## src/rtl/dpc_pkg.sv

```systemverilog
package dpc_pkg;
  localparam int DW        = 32;
  localparam int BLK_W     = 4;
  localparam int P_EN      = 0;
  localparam int P_DIR     = 1;
  localparam int P_MODE    = 2;
  localparam int P_BLK     = 4;
  localparam int P_RWSTART = 8;
  localparam int P_RWSTOP  = 9;
  localparam int P_RWMODE  = 10;
  localparam int P_IOIRQ   = 11;
  localparam int P_BOOTACK = 12;
  localparam int P_FLUSH   = 16;

  typedef struct packed {
    logic             xfer_en;
    logic             dir;
    logic             mode;
    logic [BLK_W-1:0] blk;
    logic             rw_start;
    logic             rw_stop;
    logic             rw_mode;
    logic             io_irq_en;
    logic             boot_ack_en;
    logic             flush;
  } dpc_fields_t;

  function automatic logic [DW-1:0] dpc_pack(dpc_fields_t f);
    logic [DW-1:0] w;
    w = '0;
    w[P_EN]                 = f.xfer_en;
    w[P_DIR]                = f.dir;
    w[P_MODE]               = f.mode;
    w[P_BLK +: BLK_W]       = f.blk;
    w[P_RWSTART]            = f.rw_start;
    w[P_RWSTOP]             = f.rw_stop;
    w[P_RWMODE]             = f.rw_mode;
    w[P_IOIRQ]              = f.io_irq_en;
    w[P_BOOTACK]            = f.boot_ack_en;
    w[P_FLUSH]              = f.flush;
    return w;
  endfunction
endpackage

```

## src/rtl/dpc_wr_gate.sv

```systemverilog
module dpc_wr_gate (
  input  logic wr_en_i,
  input  logic seq_active_i,
  input  logic dma_en_i,
  output logic we_lock_o,
  output logic we_free_o,
  output logic we_flush_o
);
  always_comb begin
    we_lock_o  = wr_en_i & ~seq_active_i;
    we_free_o  = wr_en_i;
    we_flush_o = wr_en_i & seq_active_i & ~dma_en_i;
  end
endmodule

```

## src/rtl/dpc_field.sv

```systemverilog
module dpc_field #(
  parameter int W       = 1,
  parameter bit HAS_CLR = 1'b0
) (
  input  logic         clk_i,
  input  logic         rst_ni,
  input  logic         we_i,
  input  logic [W-1:0] d_i,
  input  logic         clr_i,
  output logic [W-1:0] q_o
);
  logic clr_eff;

  generate
    if (HAS_CLR) begin : g_clr
      assign clr_eff = clr_i;
    end else begin : g_noclr
      assign clr_eff = 1'b0;
    end
  endgenerate

  always_ff @(posedge clk_i or negedge rst_ni) begin
    if (!rst_ni)      q_o <= '0;
    else if (clr_eff) q_o <= '0;   // hardware clear wins
    else if (we_i)    q_o <= d_i;
  end
endmodule

```

## src/rtl/dpc_flush.sv

```systemverilog
module dpc_flush (
  input  logic clk_i,
  input  logic rst_ni,
  input  logic we_i,
  input  logic d_i,
  input  logic err_i,
  input  logic hold_i,
  output logic req_o,
  output logic pulse_o
);
  logic fire;

  assign fire = req_o & (err_i | hold_i);

  always_ff @(posedge clk_i or negedge rst_ni) begin
    if (!rst_ni) begin
      req_o   <= 1'b0;
      pulse_o <= 1'b0;
    end else begin
      pulse_o <= fire;
      if (fire)      req_o <= 1'b0;  // consumption beats a racing write
      else if (we_i) req_o <= d_i;
    end
  end
endmodule

```

## src/rtl/dpath_ctrl_reg.sv

```systemverilog
module dpath_ctrl_reg
  import dpc_pkg::*;
(
  input  logic             clk_i,
  input  logic             rst_ni,
  input  logic             wr_en_i,
  input  logic [DW-1:0]    wr_data_i,
  output logic [DW-1:0]    rd_data_o,
  input  logic             seq_active_i,
  input  logic             dma_en_i,
  input  logic             xfer_done_i,
  input  logic             rw_exit_i,
  input  logic             xfer_err_i,
  input  logic             xfer_hold_i,
  output logic             flush_o,
  output logic             xfer_en_o,
  output logic             dir_o,
  output logic             mode_o,
  output logic [BLK_W-1:0] blk_code_o,
  output logic             rw_start_o,
  output logic             rw_stop_o,
  output logic             rw_mode_o,
  output logic             io_irq_en_o,
  output logic             boot_ack_en_o
);
  logic        we_lock, we_free, we_flush;
  dpc_fields_t f;

  dpc_wr_gate u_gate (
    .wr_en_i     (wr_en_i),
    .seq_active_i(seq_active_i),
    .dma_en_i    (dma_en_i),
    .we_lock_o   (we_lock),
    .we_free_o   (we_free),
    .we_flush_o  (we_flush)
  );

  dpc_field #(.W(1), .HAS_CLR(1'b1)) u_en (
    .clk_i(clk_i), .rst_ni(rst_ni), .we_i(we_lock),
    .d_i(wr_data_i[P_EN]), .clr_i(xfer_done_i), .q_o(f.xfer_en));
  dpc_field #(.W(1)) u_dir (
    .clk_i(clk_i), .rst_ni(rst_ni), .we_i(we_lock),
    .d_i(wr_data_i[P_DIR]), .clr_i(1'b0), .q_o(f.dir));
  dpc_field #(.W(1)) u_mode (
    .clk_i(clk_i), .rst_ni(rst_ni), .we_i(we_lock),
    .d_i(wr_data_i[P_MODE]), .clr_i(1'b0), .q_o(f.mode));
  dpc_field #(.W(BLK_W)) u_blk (
    .clk_i(clk_i), .rst_ni(rst_ni), .we_i(we_lock),
    .d_i(wr_data_i[P_BLK +: BLK_W]), .clr_i(1'b0), .q_o(f.blk));
  dpc_field #(.W(1)) u_rwstart (
    .clk_i(clk_i), .rst_ni(rst_ni), .we_i(we_free),
    .d_i(wr_data_i[P_RWSTART]), .clr_i(1'b0), .q_o(f.rw_start));
  dpc_field #(.W(1), .HAS_CLR(1'b1)) u_rwstop (
    .clk_i(clk_i), .rst_ni(rst_ni), .we_i(we_free),
    .d_i(wr_data_i[P_RWSTOP]), .clr_i(rw_exit_i), .q_o(f.rw_stop));
  dpc_field #(.W(1)) u_rwmode (
    .clk_i(clk_i), .rst_ni(rst_ni), .we_i(we_lock),
    .d_i(wr_data_i[P_RWMODE]), .clr_i(1'b0), .q_o(f.rw_mode));
  dpc_field #(.W(1)) u_ioirq (
    .clk_i(clk_i), .rst_ni(rst_ni), .we_i(we_lock),
    .d_i(wr_data_i[P_IOIRQ]), .clr_i(1'b0), .q_o(f.io_irq_en));
  dpc_field #(.W(1)) u_bootack (
    .clk_i(clk_i), .rst_ni(rst_ni), .we_i(we_lock),
    .d_i(wr_data_i[P_BOOTACK]), .clr_i(1'b0), .q_o(f.boot_ack_en));

  dpc_flush u_flush (
    .clk_i  (clk_i),
    .rst_ni (rst_ni),
    .we_i   (we_flush),
    .d_i    (wr_data_i[P_FLUSH]),
    .err_i  (xfer_err_i),
    .hold_i (xfer_hold_i),
    .req_o  (f.flush),
    .pulse_o(flush_o)
  );

  always_comb begin
    rd_data_o     = dpc_pack(f);
    xfer_en_o     = f.xfer_en;
    dir_o         = f.dir;
    mode_o        = f.mode;
    blk_code_o    = f.blk;
    rw_start_o    = f.rw_start;
    rw_stop_o     = f.rw_stop;
    rw_mode_o     = f.rw_mode;
    io_irq_en_o   = f.io_irq_en;
    boot_ack_en_o = f.boot_ack_en;
  end
endmodule

```

## config.mk

```make
export PLATFORM = sky130hd
export DESIGN_NAME = dpath_ctrl_reg
export DESIGN_NICKNAME = d
export VERILOG_FILES = /design/src/rtl/dpc_pkg.sv /design/src/rtl/dpc_wr_gate.sv /design/src/rtl/dpc_field.sv /design/src/rtl/dpc_flush.sv /design/src/rtl/dpath_ctrl_reg.sv
export SDC_FILE = /design/constraint.sdc
export NUM_CORES = 1
export LEC_CHECK = 0
export BUFFER_PORTS_ARGS = -buffer_cell sky130_fd_sc_hd__clkbuf_2
export CAP_MARGIN = 15
export CORE_AREA = 2 2 48 67
export CTS_BUF_LIST = sky130_fd_sc_hd__clkbuf_8
export DETAILED_ROUTE_END_ITERATION = 6
export DIE_AREA = 0 0 50 69
export PLACE_DENSITY = 0.66
export SLEW_MARGIN = 20
export SYNTH_ARGS = -nofsm -noshare
export SYNTH_HDL_FRONTEND = slang
export SYNTH_SLANG_ARGS = --single-unit
```

## constraint.sdc

```tcl
create_clock -name clk_i -period 0.9 [get_ports clk_i]
set_input_delay 0.045 -clock clk_i [delete_from_list [all_inputs] [get_ports clk_i]]
set_output_delay 0.045 -clock clk_i [all_outputs]
set_load 0.005 [all_outputs]
```

Yosys cells after proc, flatten, opt, wreduce, memory -nomap -nowiden
Index checks and enable logic that the tools add are counted.
{"block": "classes", "add_sub_neg": 0, "multipliers": 0, "div": 0, "order_cmp": 0, "n_eq_ne": 0, "shifts": 0, "mux": 6, "bitwise_logic": 7, "n_reduce_logical": 3}
{"cell": "two-way mux 1 bit", "count": 6}
{"cell": "nonzero test 2 bit", "count": 3}
{"cell": "AND 1 bit", "count": 4}
{"cell": "inverter 1 bit", "count": 2}
{"cell": "OR 1 bit", "count": 1}
{"block": "totals", "ff_bits": 14, "latchBits": 0, "ram_bits": 0, "romBits": 0, "in_bits": 41, "output_inout_bits": 45, "wordCells": 27, "memories": 0}

Depth between registers and ports, before layout
Gate-level depths: netlist of the first run.
{"block": "logic_depth", "word_depth": 4, "depth_mapped": 4, "ltp_nobuf": 3}

Hierarchy
Synthesis of the first run repeated with hierarchy kept, for this count alone.
{"block": "unflattened", "hier_cells": 66, "hier_area_um2": 797.0}
{"mod": "dpc_field at u_bootack ...", "instances": 6, "cells_each": 2, "area_per_inst_um2": 40.0, "seq_area_each_um2": 25.0}
{"mod": "dpath_ctrl_reg", "instances": 1, "cells_each": 32, "area_per_inst_um2": 236.5, "seq_area_each_um2": 0.0}
{"mod": "dpc_field at u_blk", "instances": 1, "cells_each": 8, "area_per_inst_um2": 145.1, "seq_area_each_um2": 100.1}
{"mod": "dpc_field at u_en ...", "instances": 2, "cells_each": 3, "area_per_inst_um2": 38.8, "seq_area_each_um2": 25.0}
{"mod": "dpc_flush", "instances": 1, "cells_each": 5, "area_per_inst_um2": 71.3, "seq_area_each_um2": 50.0}
{"mod": "dpc_wr_gate", "instances": 1, "cells_each": 3, "area_per_inst_um2": 26.3, "seq_area_each_um2": 0.0}

Worst setup path before layout of the first run
Ideal clock, no wire load.
{"block": "synth_timing", "path_kind": "input-to-reg", "startpoint": "in seq_active_i", "endpoint": "reg u_blk.q_o[0]", "setup_ns": 0.125, "t_arrival_ns": 0.680, "required_time_ns": 0.775, "path_slack_ns": 0.095, "path_stages": 3, "n_path_buf": 1, "cell_sequence": "and2b_1 -> buf_6 -> mux2_4"}
{"block": "synth_between", "elab_chain_len": 2}
{"element": "from (decl)", "line": "dpath_ctrl_reg.sv:9", "source": "input logic seq_active_i,"}
{"element": "inverter 1 bit", "line": "dpc_wr_gate.sv:10", "source": "we_lock_o = wr_en_i & ~seq_active_i;"}
{"element": "AND 1 bit", "line": "dpc_wr_gate.sv:10"}
{"element": "to (signal assigned)", "line": "dpc_field.sv:25", "source": "else if (we_i) q_o <= d_i;"}
{"element": "to (decl)", "line": "dpc_field.sv:10", "source": "output logic [W-1:0] q_o"}
Every way passes these cells.
A chain may end at the register's enable or synchronous reset.

Worst setup path after layout of the first run
{"block": "layout_timing", "startpoint": "reg u_en.q_o", "endpoint": "out rd_data_o[0]"}
{"element": "from (decl)", "line": "dpc_field.sv:10"}
{"element": "from (signal assigned)", "line": "dpc_field.sv:25"}
{"element": "to (decl)", "line": "dpath_ctrl_reg.sv:8", "source": "output logic [DW-1:0] rd_data_o,"}
No word-level cell between the ends.

==> results of run 1 <==
stage by stage:
step,std cells,total power (W),util [%]
floorplan,87,0.00116,-
global placement,141,0.00123,33.4
detailed placement,141,0.00125,33.4
CTS,148,0.00190,36.4
global route,148,0.00196,36.4
finish,148,0.00186,36.4
layout by cell type (no fill, tap or decap):
master,netlist,layout
clkbuf_2,0,47
inv_1,1,1
dfrtp_1,14,14
mux2i_1,2,2
nand2_1,1,1
buf_4,32,2
nor2_1,2,2
conb_1,1,19
nor3_1,2,2
a31oi_1,1,1
mux2_2,1,1
clkbuf_8,0,4
buf_12,0,1
and2b_1,1,1
dlygate4sd3_1,0,3
o21a_1,1,1
mux2_4,9,9
cell type report:
type / count / share of cell area [%]
multi-input cells: 39 / 27.1
flip-flops and latches: 14 / 33.8
repair buffers: 53 / 29.0
well taps: 37 / 4.47
inverters: 1 / 0.362
clock buffers: 4 / 5.31
repair_timing:
item	CTS	global route
setup endpoints to repair	0	0
endpoints found under the hold margin	16	0
hold buffers	3	0
metal layers:
layer	global-route usage (%)	part of all wire, %	up-vias
li1	-	-	256
met1	9.28	31	257
met2	17.3	59	34
met3	1.52	8.7	2
met4	4.63	0.82	0
met5	0	0	-
final timing paths:
path	start	endpoint	slack [ps]	depth (start not counted)
worst min-delay path	wr_data_i[4]	u_blk.q_o[0]	30	2
worst max register to register	u_rwmode.q_o	u_rwmode.q_o	120	1
worst max-delay path	u_en.q_o	rd_data_o[0]	90	1
worst min register to register	u_blk.q_o[2]	u_blk.q_o[2]	540	1
max in group asynchronous	rst_ni	u_flush.req_o	400	2
min in group asynchronous	rst_ni	u_blk.q_o[1]	240	2
flip-flops by register name (all words and copies together), names as in the netlist:
register         flops
u_blk.q_o            4
u_flush.pulse_o      1
u_rwstop.q_o         1
u_ioirq.q_o          1
u_rwmode.q_o         1
u_en.q_o             1
u_rwstart.q_o        1
u_mode.q_o           1
u_flush.req_o        1
u_bootack.q_o        1
u_dir.q_o            1
where the power goes:
group	switching (W)	internal [W]	total, W
clock	0.000230	0.000387	0.000617
sequential	0.0000700	0.000726	0.000796
combinational	0.000175	0.000270	0.000445
total	0.000475	0.00138	0.00186
kinds of logic after synthesis:
group / count (synthesis) / share of synthesized area [%]
simple gates: 6 / 3.52
mux: 12 / 20.3
flops: 14 / 42.8
other cells: 1 / 0.458
buf+inv: 34 / 31.2
compound gates: 2 / 1.68
==> qor.yml, run 1 <==
p_per_area_nw_per_um2: 1790
end_kind: "primary output"
cts_resized: 0
nNetsFinal: 153
grt_max_degree: 15
clock-sinks: 14
num_rows: 23
cp_slowest_cell: "dfrtp_1"
grt_pass1_wl_um: 2410
drt_pre_antenna_iters: 2
finalSetupTns_ps: 0
finalCritPeriodShare_pct: 89.9
yosysTopAreaCellShare_pct: 42.8
peakVddDrop_uv: 738
slew_violations: 0
start_util_pct: 28.7
final.setup.worst_slack_ps: 90.5
critPathMaxStageDelay_ps: 400
place_ws_ps: -51.3
vias_per_cell: 3.71
synthToLayoutAreaGrowth_pct: 26.6
grt_usage_pct: 9.19
fmax_mhz: 1240
post_cts_buffers: 0
antenna_found_initial: 0
port_buffers: 47
clk_pin_slew_ps: 60
start_kind: "flop"
clock_latency_ps: 240
die_area_sq_um: 3450
coreArea_sq_um: 2850
vias: 549
hold_viol_final: 0
wl_per_cell_um: 10.7
n_fill_cell: 291
yosysTopAreaCell: "dfrtp_1"
fin_crit_ps: 809
ctsRootBufferMaster: "clkbuf_8"
clock_skew_ps: 2.28
synth_warnings: 0
synth-seq-cells: 14
cp_max_fo: 3
setup_viol: 0
criticalPathCategory: "reg -> out"
syn_area_per_cell_sq_um: 11.9
synth_edf_count: 0
async_reset_ff_share_pct: 100
path_buf_inv: 1
finish.instance_area_sq_um: 1040
p_leak_nw: 0.592
drc: 0
synth-seq-area-share_pct: 42.8
first_global_vias: 539
rsz0062_at_grt: "no"
die_h_um: 69
synthDistinctLibCells: 14
cts_tree: "built"
seq_area_sq_um: 350
required_ps: 850
diodes: 0
path_delay_family: "flip-flops"
cp.arrival_ps: 760
crit_path_cell_trace: "clkbuf_2"
netlist_area_sq_um: 818
drive_gt1_share_pct: 57.7
drt_first_iter_violations: 1
hold_slack_ps: 29.8
dp_hpwl_um: 1320
synth_area_leaders: "dfrtp_1 43%, buf_4 29%, mux2_4 17%"
cts_inserted_buffers: 3
cts_max_path_buffers: 2
status: "complete, no violations"
gp_congestion: 0.646
multi_input_area_sq_um: 280
hold_class: "in -> reg"
postRouteAntennaNets: 0
syn_inst: 69
ys.flop_type: "dfrtp_1"
htreeDepth: 1
routed_wl_um: 1580
fp.dieW_um: 50
cap_viol_max_count: 0
place_area_sq_um: 951
gr-total-overflow: 0
post-synth-top-count-cell: "buf_4"
ios: 86
synth_commonest_cells: "32 x buf_4, 14 x dfrtp_1, 9 x mux2_4"
Note: power is estimated with default switching activity, not from simulation.
==> inputs of run 2 (changes only) <==
- REMOVE_ABC_BUFFERS: unset -> 1
==> qor.yml, run 2 (synthesized netlist as in run 1, its figures left out) <==
finalCritPeriodShare_pct: 88.5
rsz0062_at_grt: "no"
fp.dieW_um: 50
coreArea_sq_um: 2850
cts_inserted_buffers: 3
status: "complete, no violations"
clk_pin_slew_ps: 50
diodes: 0
crit_path_cell_trace: "clkbuf_2"
die_h_um: 69
p_comb_share_pct: 25.6
port_buffers: 47
power_switching_w: 0.000437
final_common_cell: "clkbuf_2"
criticalPathCategory: "reg -> out"
swShare_pct: 25.3
cap_viol_max_count: 0
drc: 0
post_cts_buffers: 0
gr-total-overflow: 0
dp_hpwl_um: 1120
hold_class: "in -> reg"
required_ps: 850
routed_wl_um: 1420
peakVddDrop_uv: 701
setup_viol: 0
grt_usage_pct: 8.13
intPower_w: 0.00129
start_util_pct: 28.7
ctsRootBufferMaster: "clkbuf_8"
holdPathStages: 2
path_depth: 1
fin_crit_ps: 796
ios: 86
pwr-share-seq_pct: 45.8
wl_per_cell_um: 9.63
slew_violations: 0
vias_per_cell: 3.80
regMostFlops: "u_blk.q_o"
path_buf_inv: 1
first_global_vias: 506
grt_pass1_wl_um: 2180
cts_tree: "built"
p_per_area_nw_per_um2: 1690
largest_reg_flops: 4
clock_latency_ps: 240
postRouteAntennaNets: 0
die_area_sq_um: 3450
start_kind: "flop"
clock-sinks: 14
hold_viol_final: 0
path_delay_family: "flip-flops"
hold_slack_ps: 37.9
drive_gt1_share_pct: 57.3
vias: 559
finalPower_w: 0.00173
antenna_found_initial: 0
cts_max_path_buffers: 2
htreeDepth: 1
critPathMaxStageDelay_ps: 400
clock_skew_ps: 0.243
final_cell_mix: "47 x clkbuf_2, 19 x conb_1, 14 x dfrtp_1, 9 x mux2_4"
p_leak_nw: 0.584
p_clk_share_pct: 28.6
nNetsFinal: 153
drt_pre_antenna_iters: 2
cp_max_fo: 3
cp.arrival_ps: 750
drt_first_iter_violations: 4
end_kind: "primary output"
gp_congestion: 0.638
synthToLayoutAreaGrowth_pct: 24.9
num_rows: 23
cp_slowest_cell: "dfrtp_1"
fmax_mhz: 1260
grt_max_degree: 15
r2r_cells: 1
## run 2: cell count changes in the layout (fill, tap and decap cells not counted)
cell / delta
clkbuf_8: -1
## run 2: path summary, 6_finish.rpt
kind	endpoint	start	slack, ps
worst max-delay path	rw_mode_o	u_rwmode.q_o	100
worst min-delay path	u_blk.q_o[3]	wr_data_i[7]	40
worst max register to register	u_rwmode.q_o	u_rwmode.q_o	120
worst min register to register	u_rwstart.q_o	u_rwstart.q_o	530
max in group asynchronous	u_dir.q_o	rst_ni	390
min in group asynchronous	u_rwstart.q_o	rst_ni	250
## run 2: area by class of cell
cell class / count / area, sq um
repair buffers: 53 / 300
multi-input cells: 39 / 280
inverters: 1 / 3.75
clock buffers: 3 / 41.3
fillers: 299 / 1830
well taps: 37 / 46.3
flip-flops and latches: 14 / 350
## run 2: metrics by stage
stage                     TNS, ps  cells  utilization [%]  setup slack (ps)  area, sq um
after floorplan              -776     54                -             -84.2          634
after global routing            0    147             35.9              44.7         1020
after CTS                       0    147             35.9              86.0         1020
after detailed placement     -381    141             33.4             -46.4          951
after global placement       -330    141             33.4             -37.9          951
final                           0    147             35.9               104         1020
## run 2: routing by layer
metal  part of all wire (%)  track usage (%)  vias to the layer above
li1                       -                -                      254
met1                     39             9.56                      251
met2                     48             13.7                       54
met3                     13             1.73                        0
met4                      0             3.70                        0
met5                      0                0                        -
## run 2: repair_timing
action | in CTS | in global routing
gates resized for setup | 0 | 0
hold buffers | 3 | 0
setup endpoints to repair | 0 | 0
hold endpoints to repair | 16 | 0
## run 2: power groups by stage
stage	combinational [W]	clock [W]	sequential [W]
after floorplan	0.000161	0	0.000820
after global placement	0.000436	0	0.000799
after detailed placement	0.000439	0	0.000802
after CTS	0.000452	0.000531	0.000793
after global routing	0.000489	0.000556	0.000808
final	0.000443	0.000494	0.000791
==> inputs of run 3 (changes only) <==
- clock period: 0.9 -> 0.8 ns (I/O delays scaled with it)
==> qor.yml, run 3 (synthesized netlist as in run 1, its figures left out) <==
final.setup.worst_slack_ps: -92.6
num_rows: 23
p_clk_share_pct: 27.8
finalCritPeriodShare_pct: 112
first_global_vias: 513
clock_skew_ps: 0.297
htreeDepth: 1
gr-total-overflow: 0
fmax_mhz: 1120
clock_latency_ps: 240
grt_pass1_wl_um: 2150
largest_reg_flops: 4
fin_crit_ps: 893
hold_start: "wr_data_i[8]"
routed_wl_um: 1390
dp_hpwl_um: 1120
use_met3_pct: 1.30
final_common_cell: "clkbuf_2"
p_per_area_nw_per_um2: 1890
die_area_sq_um: 3450
ctsRootBufferMaster: "clkbuf_8"
drive_gt1_share_pct: 58.9
ios: 86
setup_viol: 3
cts_max_path_buffers: 2
grt_max_degree: 15
clock-sinks: 14
power_switching_w: 0.000500
r2r_cells: 2
intPower_w: 0.00148
rr_startpoint: "u_blk.q_o[3]"
cap_viol_max_count: 0
clk_pin_slew_ps: 50
slew_violations: 0
final_cell_mix: "47 x clkbuf_2, 19 x conb_1, 14 x dfrtp_1, 9 x mux2_4"
start_util_pct: 28.7
pwr-share-seq_pct: 45.3
p_comb_share_pct: 26.9
vias_per_cell: 3.75
peakVddDrop_uv: 831
nNetsFinal: 155
cts_tree: "built"
port_buffers: 47
drt_pre_antenna_iters: 2
grt_usage_pct: 8.08
p_leak_nw: 0.596
required_ps: 920
swShare_pct: 25.3
cp_max_fo: 2
regMostFlops: "u_blk.q_o"
holdPathStages: 2
drt_first_iter_violations: 3
synthToLayoutAreaGrowth_pct: 27.8
stdcell_count: 149
hold_class: "in -> reg"
die_h_um: 69
criticalPathCategory: "reg -> reg"
r2r_slack_ps: -90
fp.dieW_um: 50
finalPower_w: 0.00198
wl_per_cell_um: 9.32
vias: 559
use_met2_pct: 14.3
dp.cells: 143
coreArea_sq_um: 2850
hold_path_end: "u_rwstart.q_o"
rr_endpoint: "u_blk.q_o[3]"
grt.met1_usage_pct: 9.10
start_kind: "flop"
gp_congestion: 0.649
cts_inserted_buffers: 3
status: "finished with violations"
rsz0062_at_grt: "yes"
diodes: 0
cp.arrival_ps: 1010
postRouteAntennaNets: 0
violations: "negative setup slack"
hold_viol_final: 0
end_kind: "flop"
busiest_layer: "met2"
hold_slack_ps: 33.2
drc: 0
antenna_found_initial: 0
-- run 3: cell count changes in the layout (fill, tap and decap cells not counted) --
| cell | delta |
|---|---|
| nor3_2 | +1 |
| buf_6 | +1 |
| buf_4 | +1 |
| nor3_1 | -1 |
-- run 3: power by group through the flow --
stage	Combinational, W	Clock, W	Sequential, W
floorplan	0.000182	0	0.000923
global placement	0.000512	0	0.000901
detailed placement	0.000516	0	0.000905
CTS	0.000532	0.000593	0.000898
global route	0.000583	0.000620	0.000907
finish	0.000533	0.000550	0.000896
-- run 3: area by class of cell --
class	instances	area (sq um)
Clock buffer	3	41.3
Fill cell	301	1800
Tap cell	37	46.3
Inverter	1	3.75
Sequential cell	14	350
Multi-Input combinational cell	39	285
Timing Repair Buffer	55	319
-- run 3: worst max-delay path by stage --
stage | slack (ps) | cells past startpoint | endpoint | startpoint
detailed placement | -140 | 4 | u_ioirq.q_o | seq_active_i
CTS | -100 | 2 | rd_data_o[7] | u_blk.q_o[3]
floorplan | -180 | 2 | u_blk.q_o[0] | seq_active_i
global placement | -130 | 4 | u_blk.q_o[1] | seq_active_i
global route | -130 | 2 | u_blk.q_o[3] | u_blk.q_o[3]
finish | -90 | 2 | u_blk.q_o[3] | u_blk.q_o[3]
-- run 3: what timing repair did --
action / in CTS / in global routing
endpoints found under the setup margin: 13 / 28
buffers inserted: 1 / 0
hold buffers: 3 / 0
hold endpoints to repair: 16 / 0
resized for setup: 1 / 1
-- run 3: critical path: stages, from the launching register on --
cell and delay, ps:
dfrtp_1 390, buf_4 140, mux2_4 250
-- run 3: through the flow --
stage          utilization, %  TNS, ps  area, sq um  setup slack, ps
2_1_floorplan               -    -1730          634             -179
3_3_place_gp             33.9    -1160          966             -125
3_5_place_dp             33.9    -1270          966             -138
4_1_cts                  36.5     -310         1040            -95.5
5_1_grt                  36.7     -724         1050             -128
6_report                 36.7     -250         1050            -92.6
-- run 3: metal layers --
layer  vias to the layer above  share of wire [%]
li1                        261                  -
met1                       244                 39
met2                        54                 49
met3                         0                 13
met4                         0                  0
met5                         -                  0
